--- src/rtl/mdm_stat_pkg.sv ---
package mdm_stat_pkg;
  localparam int LINE_N = 4;

  typedef struct packed {
    logic dcd;
    logic ri;
    logic dsr;
    logic cts;
  } mdm_lines_t;

  // control outputs: [3]=out2 [2]=out1 [1]=rts [0]=dtr
  function automatic mdm_lines_t loop_map(input logic [LINE_N-1:0] ctl);
    mdm_lines_t l;
    l.dcd = ctl[3];
    l.ri  = ctl[2];
    l.dsr = ctl[0];
    l.cts = ctl[1];
    return l;
  endfunction

  // only ring flags on a falling level
  localparam logic [LINE_N-1:0] FALL_ONLY_MASK = 4'b0100;
endpackage

--- src/rtl/mdm_stat_sync.sv ---
module mdm_stat_sync #(
  parameter int              WIDTH   = 4,
  parameter int              STAGES  = 2,
  parameter logic [WIDTH-1:0] RST_VAL = '1
) (
  input  logic             clk_i,
  input  logic             rst_ni,
  input  logic [WIDTH-1:0] d_i,
  output logic [WIDTH-1:0] q_o
);
  logic [WIDTH-1:0] pipe_q [STAGES];

  for (genvar s = 0; s < STAGES; s++) begin : g_stage
    if (s == 0) begin : g_first
      always_ff @(posedge clk_i or negedge rst_ni) begin
        if (!rst_ni) pipe_q[0] <= RST_VAL;
        else         pipe_q[0] <= d_i;
      end
    end else begin : g_next
      always_ff @(posedge clk_i or negedge rst_ni) begin
        if (!rst_ni) pipe_q[s] <= RST_VAL;
        else         pipe_q[s] <= pipe_q[s-1];
      end
    end
  end

  assign q_o = pipe_q[STAGES-1];
endmodule

--- src/rtl/mdm_stat_src_mux.sv ---
module mdm_stat_src_mux
  import mdm_stat_pkg::*;
(
  input  logic [LINE_N-1:0] pin_sync_n_i,
  input  logic              loop_en_i,
  input  logic [LINE_N-1:0] ctl_i,
  output mdm_lines_t        lines_o
);
  mdm_lines_t pin_lines;

  assign pin_lines = mdm_lines_t'(~pin_sync_n_i);
  assign lines_o   = loop_en_i ? loop_map(ctl_i) : pin_lines;
endmodule

--- src/rtl/mdm_stat_delta.sv ---
module mdm_stat_delta #(
  parameter int               WIDTH     = 4,
  parameter logic [WIDTH-1:0] FALL_ONLY = '0
) (
  input  logic             clk_i,
  input  logic             rst_ni,
  input  logic [WIDTH-1:0] state_i,
  input  logic             clr_i,
  output logic [WIDTH-1:0] flag_o
);
  logic [WIDTH-1:0] prev_q, flag_q, hit;

  for (genvar g = 0; g < WIDTH; g++) begin : g_bit
    if (FALL_ONLY[g]) begin : g_fall
      assign hit[g] = prev_q[g] & ~state_i[g];
    end else begin : g_any
      assign hit[g] = prev_q[g] ^ state_i[g];
    end
  end

  // a hit on the clearing edge survives
  always_ff @(posedge clk_i or negedge rst_ni) begin
    if (!rst_ni) begin
      prev_q <= '0;
      flag_q <= '0;
    end else begin
      prev_q <= state_i;
      flag_q <= (clr_i ? '0 : flag_q) | hit;
    end
  end

  assign flag_o = flag_q;
endmodule

--- src/rtl/mdm_stat_reg.sv ---
module mdm_stat_reg
  import mdm_stat_pkg::*;
#(
  parameter int SYNC_STAGES = 2,
  parameter int ADDR_W      = 3,
  parameter int REG_ADDR    = 6
) (
  input  logic              clk_i,
  input  logic              rst_ni,
  input  logic [LINE_N-1:0] pin_n_i,
  input  logic              loop_en_i,
  input  logic [LINE_N-1:0] ctl_i,
  input  logic              rd_i,
  input  logic [ADDR_W-1:0] addr_i,
  output logic [7:0]        rdata_o,
  output logic              msi_o
);
  localparam logic [ADDR_W-1:0] SEL = ADDR_W'(REG_ADDR);

  logic [LINE_N-1:0] pin_sync_n;
  mdm_lines_t        lines;
  logic [LINE_N-1:0] flags;
  logic              rd_clr;

  mdm_stat_sync #(
    .WIDTH  (LINE_N),
    .STAGES (SYNC_STAGES),
    .RST_VAL({LINE_N{1'b1}})
  ) u_sync (
    .clk_i (clk_i),
    .rst_ni(rst_ni),
    .d_i   (pin_n_i),
    .q_o   (pin_sync_n)
  );

  mdm_stat_src_mux u_mux (
    .pin_sync_n_i(pin_sync_n),
    .loop_en_i   (loop_en_i),
    .ctl_i       (ctl_i),
    .lines_o     (lines)
  );

  assign rd_clr = rd_i && (addr_i == SEL);

  mdm_stat_delta #(
    .WIDTH    (LINE_N),
    .FALL_ONLY(FALL_ONLY_MASK)
  ) u_delta (
    .clk_i  (clk_i),
    .rst_ni (rst_ni),
    .state_i(lines),
    .clr_i  (rd_clr),
    .flag_o (flags)
  );

  assign rdata_o = {lines, flags};
  assign msi_o   = |flags;
endmodule

--- config.mk ---
export PLATFORM = sky130hd
export DESIGN_NAME = mdm_stat_reg
export DESIGN_NICKNAME = d
export VERILOG_FILES = /design/src/rtl/mdm_stat_pkg.sv /design/src/rtl/mdm_stat_sync.sv /design/src/rtl/mdm_stat_src_mux.sv /design/src/rtl/mdm_stat_delta.sv /design/src/rtl/mdm_stat_reg.sv
export SDC_FILE = /design/constraint.sdc
export NUM_CORES = 1
export LEC_CHECK = 0
export BUFFER_PORTS_ARGS = -buffer_cell sky130_fd_sc_hd__clkbuf_2
export CORE_MARGIN = 2
export CORE_UTILIZATION = 39
export DETAILED_ROUTE_END_ITERATION = 7
export GPL_TIMING_DRIVEN = 0
export PLACE_DENSITY = 0.78
export SYNTH_ARGS = -nofsm -noshare
export SYNTH_HDL_FRONTEND = slang
export SYNTH_HIERARCHICAL = 1
export SYNTH_SLANG_ARGS = --single-unit
--- constraint.sdc ---
create_clock -name clk_i -period 1.1 [get_ports clk_i]
set_clock_uncertainty 0.2 [all_clocks]
set_input_delay 0.165 -clock clk_i [delete_from_list [all_inputs] [get_ports clk_i]]
set_output_delay 0.165 -clock clk_i [all_outputs]
set_load 0.01 [all_outputs]
==> flow_summary.yaml <==
sta:
  finalSetupViolations: 14
  hold_viol_final: 0
  rsz0062_at_grt: "true"
  hold_slack_ns: 0.02932
  tns_ns: -3.012
  worst_slew_pin_slew_ns: 0.3687
  fin_ws_ns: -0.6263
  max_freq_mhz: 579.3
  slew_violations: 0
  min_period_over_period_pct: 156.9
  fin_crit_ns: 1.726
  maxSlewHeadroom_pct: 75.42
clocking:
  clk_latency_ns: 0.29
  htree_levels: 1
  cts_sinks: 16
  clock-root-buffer: "clkbuf_4"
  tritoncts: "built"
  cts_buffers: 3
  clk_pin_slew_ns: 0.09
  cts.path.max_buffers: 2
layout:
  antenna_cells: 0
  stdcell_area_um2: 937.1
  finish.net_count: 94
  nFillCells: 104
  drive_gt1_share_pct: 66.67
  syn_to_final_growth_pct: 67.56
setup_path:
  path_class: "register to primary output"
  setup.worst_path.start_class: "register"
  regToRegSetupSlack_ns: -0.16
  reg2reg_depth: 4
  cp.required_ns: 0.73
  crit_start: "u_delta/flag_o[1]$_DFF_PN0_"
  cp-end-kind: "primary output"
  worstPathArrival_ns: 1.36
  r2r_end: "u_delta/flag_o[1]$_DFF_PN0_"
  r2r_start: "u_sync/q_o[1]$_DFF_PN1_"
  crit_path_max_fanout: 2
yosys:
  synth-seq-cells: 16
  avgSynthCellArea_um2: 13.32
  yosys.area.top_type: "dfstp_2"
  synth_top_area_share_pct: 37.58
  synthTopCellsByArea: "dfstp_2, dfrtp_1, buf_4, xnor2_1, o21ai_0"
  synth-simple-area-share_pct: 5.817
  synth-xor-area-share_pct: 4.698
  synthAdderAreaFrac_pct: 0
  synth.distinct_cells: 11
  syn-instance-count: 42
  ys_seq_area_share_pct: 73.38
  synth_top_family_by_area: "buffers and inverters"
  synth_mux_area_share_pct: 0
  syn-num-nets: 57
  synth_area_um2: 559.3
  synth_compound_area_share_pct: 7.383
  yosys_warnings: 6
grt:
  grt_usage_pct: 14.36
  grt_pass1_vias: 404
  grt_pass1_wl_mm: 1.725
  gr-total-overflow: 0
  antenna_found_initial: 0
  grt_max_degree: 17
hold_path:
  holdPathStages: 4
  hold_end: "u_delta/prev_q[3]$_DFF_PN0_"
  min_path_type: "primary input to register"
  hold_start: "ctl_i[3]"
placed_design:
  place_congestion: 0.7101
  place_area_um2: 726.9
  portBuffers: 23
floorplan:
  ios: 24
  rows: 13
  start_util_pct: 42.45
  fp.dieH_um: 41.87
  die_area_um2: 1753
  die_width_um: 41.87
  core_area_um2: 1318
route:
  drc_errors: 0
  viasPerCell: 4.634
  ant_nets: 0
  vias: 431
  dr.pass1.iters: 4
  wl_per_cell_um: 12.88
  drt_iter0_drc: 2
  routed_wl_mm: 1.198
power_and_ir_drop:
  p_per_area_nw_per_um2: 1349
  p_sw_share_pct: 23.15
  p_clk_share_pct: 30.1
  intPower_uw: 971.5
  p_seq_share_pct: 52.2
  power.switching_uw: 292.6
  p_leak_nw: 0.4611
  p_comb_share_pct: 17.7
  ir_drop_mv: 0.6279
run:
  max_cap_viol_count: 0
status:
  status: "finished with violations"
  violations: "negative setup slack"
==> state kept, by name, summed over array words and instances, names as in the netlist <==
name / cells
u_delta/flag_o: 4
u_delta/prev_q: 4
u_sync/pipe_q: 4
u_sync/q_o: 4
==> cells in the mapped netlist <==
cell,number
and4b_1,1
buf_4,4
dfrtp_1,8
dfstp_2,8
inv_1,5
nand2_1,4
o21ai_0,4
o21ai_1,3
o22ai_1,1
or4_1,1
xnor2_1,3
==> logic make-up (layout without fill, tap and decap cells) <==
kind of cell	count (synthesis)	count (layout)
XOR/XNOR	3	3
buffers and inverters	9	45
AO/OA/AOI/OAI	8	8
AND/OR/NAND/NOR	6	6
flip-flops	16	16
==> per-stage QoR <==
step                setup WS, ns  total power, mW  utilization (%)  std cells
floorplan                -0.2208           0.7328                -         42
global placement         -0.2930           0.7968            55.18         80
detailed placement       -0.2994           0.8023            55.18         80
CTS                      -0.6149            1.252            67.33         91
global route             -0.6671            1.337            71.13         93
finish                   -0.6263            1.264            71.13         93
==> layer usage <==
layer | global-route usage [%] | vias up | part of all wire (%) | routed length (um)
li1 | - | 202 | - | -
met1 | 12.82 | 206 | 35 | 418
met2 | 25.00 | 20 | 56 | 673
met3 | 6.957 | 3 | 6.3 | 75
met4 | 9.677 | 0 | 2.6 | 31
met5 | 0 | - | 0 | 0
==> power by group through the flow <==
stage | registers, mW | logic [mW] | clock network [mW]
after floorplan | 0.665 | 0.0678 | 0
after global placement | 0.661 | 0.136 | 0
after detailed placement | 0.663 | 0.139 | 0
after CTS | 0.659 | 0.193 | 0.400
after global routing | 0.665 | 0.240 | 0.433
final | 0.660 | 0.224 | 0.380
==> layout make-up <==
type	count	area, um2	share of cell area (%)
Inverter	5	18.77	2.003
Tap cell	15	18.77	2.003
Multi-Input combinational cell	17	177.7	18.96
Sequential cell	16	410.4	43.79
Timing Repair Buffer	36	275.3	29.37
Clock buffer	4	36.28	3.872
==> how the worst max path moves through the flow <==
| stage | slack [ns] | depth (start not counted) | to |
|---|---|---|---|
| finish | -0.63 | 2 | msi_o |
| CTS | -0.61 | 2 | msi_o |
| detailed placement | -0.30 | 2 | msi_o |
| global placement | -0.29 | 2 | msi_o |
| floorplan | -0.22 | 1 | msi_o |
| global route | -0.67 | 2 | msi_o |
==> layout by cell type (no fill, tap or decap) <==
master,instances
dfstp_2,8
o22ai_2,1
buf_6,10
nand2_1,4
xnor2_2,3
dfrtp_1,8
clkbuf_8,1
clkbuf_4,3
o21ai_1,3
dlygate4sd3_1,5
buf_4,3
inv_1,5
o21ai_4,4
clkbuf_2,18
and4b_1,1
or4_4,1
==> worst max-delay path, stage by stage (launching register included) <==
cell	delay, ns
dfrtp_1	0.40
or4_4	0.53
clkbuf_2	0.14
==> what timing repair did <==
| action | 4_1_cts | 5_1_grt |
|---|---|---|
| buffers inserted | 6 | 4 |
| gates resized for setup | 10 | 12 |
| gates cloned | 0 | 0 |
| pin swaps | 6 | 5 |
| hold buffers | 5 | 0 |
| endpoints found under the setup margin | 12 | 13 |
| endpoints found under the hold margin | 20 | 0 |
Note: power is estimated with default switching activity, not from simulation.
